[src/rtl/net_irq_agg.sv]
module net_irq_agg #(
  parameter int SLOT_W = 3,
  parameter int PORT_W = 4,
  parameter int ADDR_W = 20,
  parameter logic [ADDR_W-1:0] BYTE_BASE = 20'h20000,
  parameter logic [ADDR_W-1:0] WORD0_ADDR = 20'h10010,
  parameter logic [ADDR_W-1:0] WORD1_ADDR = 20'h20010
) (
  input  logic              clk,
  input  logic              rst_n,
  input  logic              layout_b,
  input  logic              set_vld,
  input  logic [SLOT_W-1:0] set_slot,
  input  logic [PORT_W-1:0] set_port,
  input  logic              clr_vld,
  input  logic [SLOT_W-1:0] clr_slot,
  input  logic [PORT_W-1:0] clr_port,
  input  logic [ADDR_W-1:0] rd_addr,
  output logic [31:0]       rd_data,
  output logic              irq
);

  localparam int WORDS = 2;
  localparam int STW = 32 * WORDS;

  // Result layout: {valid, word, bit position}
  function automatic logic [6:0] locate(input logic mb,
                                        input logic [SLOT_W-1:0] s,
                                        input logic [PORT_W-1:0] p);
    int base;
    int sum;
    logic wsel;
    logic ok;
    base = 0;
    wsel = 1'b0;
    ok = 1'b1;
    if (!mb) begin
      case (int'(s))
        0: base = 16;
        1: base = 24;
        2: base = 0;
        3: base = 8;
        default: ok = 1'b0;
      endcase
    end else begin
      case (int'(s))
        0: wsel = 1'b1;
        1: base = 24;
        2: base = 16;
        3: base = 28;
        4: base = 20;
        5: base = 8;
        6: base = 0;
        default: ok = 1'b0;
      endcase
    end
    sum = base + int'(p);
    if (sum > 31) ok = 1'b0;
    return {ok, wsel, sum[4:0]};
  endfunction

  logic [6:0]     set_loc, clr_loc;
  logic [STW-1:0] set_m, clr_m;
  logic [STW-1:0] st;

  assign set_loc = locate(layout_b, set_slot, set_port);
  assign clr_loc = locate(layout_b, clr_slot, clr_port);
  assign set_m = (set_vld && set_loc[6]) ? (STW'(1) << set_loc[5:0]) : '0;
  assign clr_m = (clr_vld && clr_loc[6]) ? (STW'(1) << clr_loc[5:0]) : '0;

  always_ff @(posedge clk) begin
    if (!rst_n) st <= '0;
    else        st <= (st & ~clr_m) | set_m;
  end

  assign irq = layout_b ? (|st) : (|st[31:0]);

  always_comb begin
    rd_data = '0;
    if (!layout_b) begin
      for (int k = 0; k < 4; k++)
        if (rd_addr == BYTE_BASE + ADDR_W'(k))
          rd_data[7:0] = st[31-8*k -: 8];
    end else begin
      if (rd_addr == WORD0_ADDR) rd_data = st[31:0];
      else if (rd_addr == WORD1_ADDR) rd_data = st[63:32];
    end
  end


  quiet_hold_chk: assert property (@(posedge clk) disable iff (!rst_n)
    (!set_vld && !clr_vld) |=> $stable(st));


  word1_idle_chk: assert property (@(posedge clk) disable iff (!rst_n)
    !layout_b |-> st[63:32] == 32'h0);


  set_raises_chk: assert property (@(posedge clk) disable iff (!rst_n)
    (set_vld && set_loc[6]) |=> irq);


  no_drop_chk: assert property (@(posedge clk) disable iff (!rst_n)
    !clr_vld |=> ((($past(st)) & ~st) == '0));


  no_grow_chk: assert property (@(posedge clk) disable iff (!rst_n)
    !set_vld |=> $countones(st) <= $countones($past(st)));

endmodule

[config.mk]
export PLATFORM = sky130hd
export DESIGN_NAME = net_irq_agg
export DESIGN_NICKNAME = d
export VERILOG_FILES = /design/src/rtl/net_irq_agg.sv
export SDC_FILE = /design/constraint.sdc
export NUM_CORES = 1
export LEC_CHECK = 0
export ABC_AREA = 1
export BUFFER_PORTS_ARGS = -buffer_cell sky130_fd_sc_hd__clkbuf_2
export CAP_MARGIN = 40
export CORE_ASPECT_RATIO = 0.6
export CORE_MARGIN = 2
export CORE_UTILIZATION = 30
export CTS_BUF_LIST = sky130_fd_sc_hd__clkbuf_8
export CTS_CLUSTER_SIZE = 16
export DETAILED_ROUTE_END_ITERATION = 7
export PLACE_DENSITY_LB_ADDON = 0.2
export SYNTH_ARGS = -nofsm -noshare
export SYNTH_HDL_FRONTEND = slang
export SYNTH_SLANG_ARGS = --single-unit
[constraint.sdc]
create_clock -name clk -period 4.3 [get_ports clk]
set_input_delay 0.215 -clock clk [delete_from_list [all_inputs] [get_ports clk]]
set_output_delay 0.215 -clock clk [all_outputs]
set_load 0.03 [all_outputs]
==> flow_summary.ini, run 1 <==
[grt]
grt_max_degree = 65
grt_overflow_total = 0
top_usage_layer = met1
grtUsageTotal = 0.217
grtUsageMet1 = 0.340
grt_pass1_vias = 4745
antenna_found_initial = 0
grt_pass1_wl_um = 27900
grt_use_met3 = 0.0621
grt_use_met2 = 0.290

[timing]
whs_ns = 0.322
finalSetupTns_ns = 0
max_freq_mhz = 351
worst_pin_slew_ns = 0.872
clock_skew_ns = 0
final-setup-viol-count = 0
min_period_ns = 2.85
drv_slew = 0
slew_headroom = 0.417
hold_viol = 0
rsz0062_at_grt = no
finalCritPeriodShare = 0.663

[clock_tree]
numCtsBuffers = 9
clock_tree.buffer_depth = 2
cts_tree = done
cts_hold_buffers = 0
htreeDepth = 3
cts-root-buf = clkbuf_8
cts_repair_resize_count = 0
clock_latency_ns = 0.36
cts_setup_buffers = 0
cts.sinks = 64
clk_pin_slew_worst_paths_ns = 0.09

[detailed_routing]
drc_errors = 0
num_vias = 5292
drt_iter0_drc = 559
via_per_inst = 5.29
first_pass_iters = 6
antenna_left = 0
drt_wl_total_um = 18000
routedWlPerCell_um = 18.0

[logic_synthesis]
ys.flop_type = dfxtp_1
yosysWarnings = 0
synth-edff-count = 0
ys_seq_elements = 64
synth_cell_types = 35
async_flop_share = 0
yosysTopAreaCellShare = 0.269
syn_nets = 792
ys_top_cells_by_area = dfxtp_1 27%, nand2_1 19%, nor2_1 7.9%
synth_area_leader_cell = dfxtp_1
synth_area_sq_um = 4760
seq_area_frac_synth = 0.269
avgSynthCellArea_sq_um = 6.40
synthCells = 744

[final_layout]
n_antenna_cell = 0
multiInputGateArea_sq_um = 3040
final_cell_mix = 238 x nand2_1, 100 x nor2_1, 74 x a21oi_1
fillerInstances = 1745
register_area_sq_um = 1280
fin_nets = 840
largest_registers = st: 64 flops
top_register = st
drive_above_1_share = 0.199
layout-area-overhead-vs-synth_pct = 13.8
largest_reg_flops = 64
instances_no_fill = 1000
layout_commonest_cell = nand2_1

[setup_path]
cp_top_family = buffers and inverters
arrival_ns = 3.07
path_cells = clkbuf_2, inv_4, o21ai_2, inv_2, a21oi_1, ha_1, fa_1, inv_1, xor2_4, nor2_1, nand2_1, a21oi_1
crit_type = in -> reg
slowest_stage = xor2_4
critical_path_buf_inv_count = 4
crit_path_max_fanout = 35
crit_top_cell = a21oi_1
cp-end-kind = flop
critPathLaunchType = input port
critPathMaxStageDelay_ns = 0.66
worstPathRequired_ns = 4.51

[pwr]
p_leak_nw = 1.92
max-vdd-ir-drop_mv = 0.131
power.density_nw_per_um2 = 288

[min_path]
holdCritPathClass = in -> reg

[place]
io_buffers = 71
place_congestion = 0.964
dpl.cell_count = 984
dpl.hpwl_um = 13500

[floorplan]
core-area_sq_um = 15400
die_height_um = 102
std_cell_rows = 35
die_w_um = 167
ioPinCount = 72
die_area_sq_um = 16900
start_util = 0.309

[run_status]
status = finished, final reports clean

[run]
maxCapViolCount = 0
-- final timing paths --
path / start / endpoint / slack, ns / cells after the start
setup / recovery: layout_b / st[37] / 1.45 / 12
hold / removal: set_vld / st[16] / 0.32 / 5
setup reg to reg: st[13] / st[13] / 3.48 / 2
hold reg to reg: st[54] / st[54] / 0.48 / 2
-- logic make-up after synthesis --
kind of cell | after synthesis | synth area share
xor+xnor | 2 | 0.0116
fa+ha+maj | 9 | 0.0268
flops | 64 | 0.269
buf+inv | 82 | 0.0920
compound gates | 124 | 0.158
simple gates | 463 | 0.443
-- final cells by class --
class / count / area share
multi-input cells: 598 / 0.561
flip-flops and latches: 64 / 0.237
repair buffers: 76 / 0.0799
well taps: 203 / 0.0469
inverters: 43 / 0.0303
clock buffers: 9 / 0.0229
clock inverters: 7 / 0.0222
-- cell usage after synthesis, types with 2 or more instances --
library cell  number
nand2_1          238
nor2_1           100
a21oi_1           74
dfxtp_1           64
inv_1             34
nand3_1           32
nand4_1           31
a22oi_1           28
nor2_2            17
nor4_1            17
clkbuf_1          15
a21oi_2           13
buf_6             12
nor2_4            10
ha_1               7
nand2_2            7
buf_2              6
inv_2              6
buf_4              5
nand3_2            3
o21ai_0            3
o21ai_1            3
clkinv_1           2
fa_1               2
nor3_1             2
nor3_4             2
o21ai_2            2
xor2_4             2
-- through the flow --
step	util	worst slack (ns)	area, sq um	total power [mW]
2_1_floorplan	-	2.00	4760	0.826
3_3_place_gp	0.332	1.15	5120	0.900
3_5_place_dp	0.335	1.09	5170	0.903
4_1_cts	0.351	1.47	5420	1.56
5_1_grt	0.351	1.19	5420	1.61
6_report	0.351	1.45	5420	1.56
-- where the power goes --
| part | internal (mW) | total [mW] | switching, mW |
|---|---|---|---|
| sequential | 0.597 | 0.605 | 0.00773 |
| combinational | 0.0764 | 0.291 | 0.214 |
| clock | 0.386 | 0.666 | 0.280 |
-- metal layers --
| metal | up-vias | part of all wire |
|---|---|---|
| met4 | 0 | 0.0081 |
| li1 | 2567 | - |
| met2 | 257 | 0.37 |
| met5 | - | 0 |
| met1 | 2445 | 0.51 |
| met3 | 23 | 0.12 |
-- worst min-delay path: stages --
cell and delay [ns]:
clkbuf_2 0.09, o21ai_2 0.11, nor2_4 0.10, nand2_1 0.07, a21oi_1 0.05
Note: power is estimated with default switching activity, not from simulation.
==> run 2: changes to the inputs <==
==> constraint.sdc (replaced) <==
create_clock -name clk -period 2.9 [get_ports clk]
set_input_delay 0.145 -clock clk [delete_from_list [all_inputs] [get_ports clk]]
set_output_delay 0.145 -clock clk [all_outputs]
set_load 0.03 [all_outputs]
==> run 2 against run 1 <==
Against the previous run:
- global-route usage decreased by 0.60 points
- total power increased by 31%
- design area decreased by 0.39%
- clock skew unchanged
- first-iteration DRC count decreased by 2.5%
- largest cell class unchanged
- largest power group is now sequential cells
==> flow_summary.ini, run 2 (synthesized netlist as in run 1, its figures left out) <==
[final_layout]
fin_util = 0.350
drive_above_1_share = 0.206
n_antenna_cell = 0
instances_no_fill = 1007
layout_commonest_cell = nand2_1
fin_nets = 847
final_cell_mix = 238 x nand2_1, 100 x nor2_1, 74 x a21oi_1
top_register = st
design_area_sq_um = 5390
fillerInstances = 1738
largest_registers = st: 64 flops
layout-area-overhead-vs-synth_pct = 13.4
largest_reg_flops = 64

[timing]
whs_ns = 0.258
max_freq_mhz = 455
slew_headroom = 0.548
drv_slew = 0
worst_pin_slew_ns = 0.676
finalSetupTns_ns = 0
clock_skew_ns = 0
finalCritPeriodShare = 0.757
timing.final.ws_setup_ns = 0.705
hold_viol = 0
final-setup-viol-count = 0
min_period_ns = 2.20
rsz0062_at_grt = no

[min_path]
min_from = rst_n
min_path_cells = 3
holdCritPathClass = in -> reg

[place]
place_congestion = 0.931
io_buffers = 71
dpl.cell_count = 991
place_area_sq_um = 5220
pre_cts_ws_ns = 0.364
dpl.hpwl_um = 13300

[clock_tree]
clock_latency_ns = 0.37
cts_hold_buffers = 0
cts_repair_resize_count = 0
htreeDepth = 3
cts-root-buf = clkbuf_8
clock_tree.buffer_depth = 2
numCtsBuffers = 9
cts.sinks = 64
cts_tree = done
clk_pin_slew_worst_paths_ns = 0.07
cts_setup_buffers = 0

[grt]
grt_pass1_wl_um = 27200
grt_use_met3 = 0.0668
grt_max_degree = 33
grt_pass1_vias = 4659
grt_overflow_total = 0
grtUsageMet1 = 0.333
antenna_found_initial = 0
top_usage_layer = met1
grtUsageTotal = 0.210
grt_use_met2 = 0.270

[floorplan]
core-area_sq_um = 15400
std_cell_rows = 35
start_util = 0.309
die_area_sq_um = 16900
die_height_um = 102
die_w_um = 167
ioPinCount = 72

[setup_path]
reg2reg_depth = 2
timing.rr.start = st[13]
crit_path_max_fanout = 8
crit_type = in -> reg
critPathLaunchType = input port
arrival_ns = 2.43
worstPathRequired_ns = 3.13
startpoint = clr_slot[1]
cp-end-kind = flop

[pwr]
power.density_nw_per_um2 = 379
finalPower_mw = 2.04
max-vdd-ir-drop_mv = 0.224
p_leak_nw = 1.92

[detailed_routing]
routedWlPerCell_um = 17.6
drt_wl_total_um = 17700
drc_errors = 0
via_per_inst = 5.21
drt_iter0_drc = 545
first_pass_iters = 5
antenna_left = 0
num_vias = 5242

[run_status]
status = finished, final reports clean

[run]
maxCapViolCount = 0
==> run 2: cell count changes in the layout (fill, tap and decap cells not counted), sizes merged <==
cell / change
clkinv: +1
clkinvlp: +1
clkbuf: +1
bufinv: -3
buf: +7
==> run 2: worst max-delay path, cell delays in order <==
cell and delay, ns:
clkbuf_2 0.15, inv_2 0.07, ha_1 0.28, inv_1 0.07
a21oi_2 0.06, a22oi_1 0.24, fa_1 0.51, inv_1 0.22
nand4_1 0.17, nor2_1 0.28, nand2_1 0.09, nand2_1 0.08
a21oi_2 0.05
==> run 2: final cells by class <==
cell class	instances	area [sq um]	share of cell area
Tap cell	203	254	0.0471
Clock inverter	6	35.0	0.00650
Clock buffer	10	138	0.0255
Timing Repair Buffer	83	483	0.0895
Sequential cell	64	1280	0.238
Inverter	43	164	0.0304
Multi-Input combinational cell	598	3040	0.563
==> run 2: power breakdown <==
part / internal [mW] / switching [mW] / leakage (nW)
sequential: 0.885 / 0.0135 / 0.516
combinational: 0.121 / 0.311 / 1.32
clock: 0.327 / 0.384 / 0.0878
==> run 2: worst paths after layout <==
check | end | slack, ns
worst min register to register | st[63] | 0.49
worst max-delay path | st[13] | 0.70
worst max register to register | st[13] | 2.05
worst min-delay path | st[11] | 0.26
==> run 2: routing by layer <==
metal / part of all wire / wire [um]
met5: 0 / 0
met3: 0.11 / 2010
met4: 0.011 / 190
met2: 0.36 / 6350
met1: 0.52 / 9140
==> run 3: changes to the inputs <==
--- a/config.mk
+++ b/config.mk
@@ -5,7 +5,7 @@
 export SDC_FILE = /design/constraint.sdc
 export NUM_CORES = 1
 export LEC_CHECK = 0
-export ABC_AREA = 1
+export ABC_AREA = 0
 export BUFFER_PORTS_ARGS = -buffer_cell sky130_fd_sc_hd__clkbuf_2
 export CAP_MARGIN = 40
 export CORE_ASPECT_RATIO = 0.6
==> constraint.sdc (replaced) <==
create_clock -name clk -period 2.1 [get_ports clk]
set_input_delay 0.105 -clock clk [delete_from_list [all_inputs] [get_ports clk]]
set_output_delay 0.105 -clock clk [all_outputs]
set_load 0.03 [all_outputs]
==> run 3 against run 2 <==
Against the previous run:
- register-to-register slack got worse by 0.89 ns
- worst setup slack got worse by 0.74 ns
- largest power group unchanged
- global-route usage is 2.3 points higher
- the flow now finishes with violations (setup timing)
- highest routed layer unchanged
- largest cell class unchanged
- synthesized cell count down 29%
==> flow_summary.ini, run 3 <==
[pwr]
power.density_nw_per_um2 = 519
max-vdd-ir-drop_mv = 0.309
finalPower_mw = 3.16
p_leak_nw = 2.20

[clock_tree]
cts_hold_buffers = 0
cts-root-buf = clkbuf_8
clk_pin_slew_worst_paths_ns = 0.07
cts_tree = done
clock_latency_ns = 0.35
numCtsBuffers = 9
htreeDepth = 3
clock_tree.buffer_depth = 2
cts.sinks = 64

[grt]
grt_use_met3 = 0.0959
grtUsageMet1 = 0.356
grt_use_met2 = 0.303
grtUsageTotal = 0.234
top_usage_layer = met1
grt_overflow_total = 0
grt_pass1_wl_um = 27100
antenna_found_initial = 0
grt_max_degree = 50
grt_pass1_vias = 4632

[timing]
min_period_ns = 2.14
max_freq_mhz = 468
rsz0062_at_grt = yes
drv_slew = 0
final-setup-viol-count = 5
worst_pin_slew_ns = 0.623
finalSetupTns_ns = -0.149
hold_viol = 0
slew_headroom = 0.584
whs_ns = 0.120
timing.final.ws_setup_ns = -0.0388
clock_skew_ns = 0
finalCritPeriodShare = 1.02

[final_layout]
fin_nets = 701
fin_util = 0.440
largest_registers = st: 64 flops
top_register = st
layout-area-overhead-vs-synth_pct = 41.3
register_area_sq_um = 1280
drive_above_1_share = 0.409
final_cell_mix = 67 x clkbuf_2, 64 x buf_4, 64 x dfxtp_1
n_antenna_cell = 0
fillerInstances = 1393
multiInputGateArea_sq_um = 3160
instances_no_fill = 850
largest_reg_flops = 64
layout_commonest_cell = clkbuf_2
design_area_sq_um = 6080

[floorplan]
die_height_um = 96.8
core-area_sq_um = 13800
std_cell_rows = 33
die_area_sq_um = 15400
ioPinCount = 72
start_util = 0.311
die_w_um = 159

[detailed_routing]
num_vias = 5022
drt_wl_total_um = 18400
antenna_left = 0
first_pass_iters = 5
routedWlPerCell_um = 21.6
drc_errors = 0
drt_iter0_drc = 672
via_per_inst = 5.91

[setup_path]
slowest_stage = fa_2
crit_type = in -> reg
r2r_slack_ns = 1.16
critPathLaunchType = input port
arrival_ns = 2.37
timing.rr.end = st[19]
timing.rr.start = st[19]
cp-end-kind = flop
path_cells = buf_6, or3_1, o21ai_1, and2_1, ha_2, inv_2, fa_2, buf_6, nand2_4, or2_4, o311ai_4, o21ai_1
crit_path_max_fanout = 5
worstPathRequired_ns = 2.33
critPathMaxStageDelay_ns = 0.53
startpoint = clr_slot[0]
reg2reg_depth = 3
crit_end = st[38]

[run]
maxCapViolCount = 0

[logic_synthesis]
seq_area_frac_synth = 0.298
synth_area_sq_um = 4310
synth_area_leader_cell = dfxtp_1
synth-edff-count = 0
async_flop_share = 0
syn_nets = 578
synth_common_cells = 64 x dfxtp_1, 56 x nand2_1, 33 x nor2b_1, 32 x o21ai_0, 31 x a22oi_1
ys_top_cells_by_area = dfxtp_1 30%, a22oi_1 5.4%, nand2_1 4.9%
avgSynthCellArea_sq_um = 8.12
ys_seq_elements = 64
yosysTopAreaCellShare = 0.298
yosysMostFrequentCell = dfxtp_1
ys.flop_type = dfxtp_1
synth_cell_types = 66
yosysWarnings = 0
synthCells = 530

[run_status]
violations = setup timing
status = complete, but fails checks

[place]
place_area_sq_um = 5520
place_congestion = 0.902
pre_cts_ws_ns = -0.503
dpl.hpwl_um = 13700
dpl.cell_count = 828
io_buffers = 71

[min_path]
holdCritPathClass = in -> reg
[run 3: layout make-up]
| type | instances | share of cell area |
|---|---|---|
| Clock buffer | 10 | 0.0226 |
| Inverter | 8 | 0.00576 |
| Clock inverter | 6 | 0.00987 |
| Timing Repair Buffer | 152 | 0.192 |
| Tap cell | 192 | 0.0395 |
| Sequential cell | 64 | 0.211 |
| Multi-Input combinational cell | 418 | 0.520 |
[run 3: cell families (layout without fill, tap and decap cells)]
| logic type | Yosys count | count (layout) | synth area share |
|---|---|---|---|
| adder cells (fa/ha/maj) | 9 | 9 | 0.0296 |
| AO/OA/AOI/OAI | 182 | 182 | 0.311 |
| buffers and inverters | 48 | 176 | 0.0520 |
| XOR/XNOR | 3 | 3 | 0.00959 |
| multiplexers | 10 | 10 | 0.0253 |
| flip-flops | 64 | 64 | 0.298 |
| AND/OR/NAND/NOR | 214 | 214 | 0.275 |
[run 3: worst max-delay path: cells and delay by family]
family	cells	cell delay, ns
adder cells (fa/ha/maj)	2	0.71
AO/OA/AOI/OAI	3	0.44
AND/OR/NAND/NOR	4	0.83
buffers and inverters	3	0.27
[run 3: how the worst min path moves through the flow]
stage,start,to,slack [ns],depth (start not counted)
floorplan,set_port[0],st[31],0.27,2
global placement,st[47],st[47],0.48,2
detailed placement,set_port[0],st[31],0.49,3
CTS,set_port[0],st[31],0.11,3
global route,set_port[0],st[31],0.14,3
finish,set_port[0],st[31],0.12,3
[run 3: power by group]
| part | total, mW | leakage, nW | internal (mW) | switching (mW) |
|---|---|---|---|---|
| combinational | 0.845 | 1.58 | 0.356 | 0.489 |
| clock | 1.08 | 0.103 | 0.574 | 0.504 |
| sequential | 1.24 | 0.516 | 1.22 | 0.0155 |
| total | 3.16 | 2.20 | 2.15 | 1.01 |
[run 3: timing repair]
item / 4_1_cts / 5_1_grt
resized for setup: 9 / 56
pin swaps: 2 / 10
hold endpoints to repair: 0 / 0
setup buffers: 3 / 2
setup endpoints to repair: 43 / 95
gates cloned: 0 / 1
[run 3: layer usage]
metal | vias to the layer above | routed length [um]
met5 | - | 0
met4 | 0 | 196
met3 | 19 | 2360
li1 | 2287 | -
met1 | 2433 | 8650
met2 | 283 | 7180
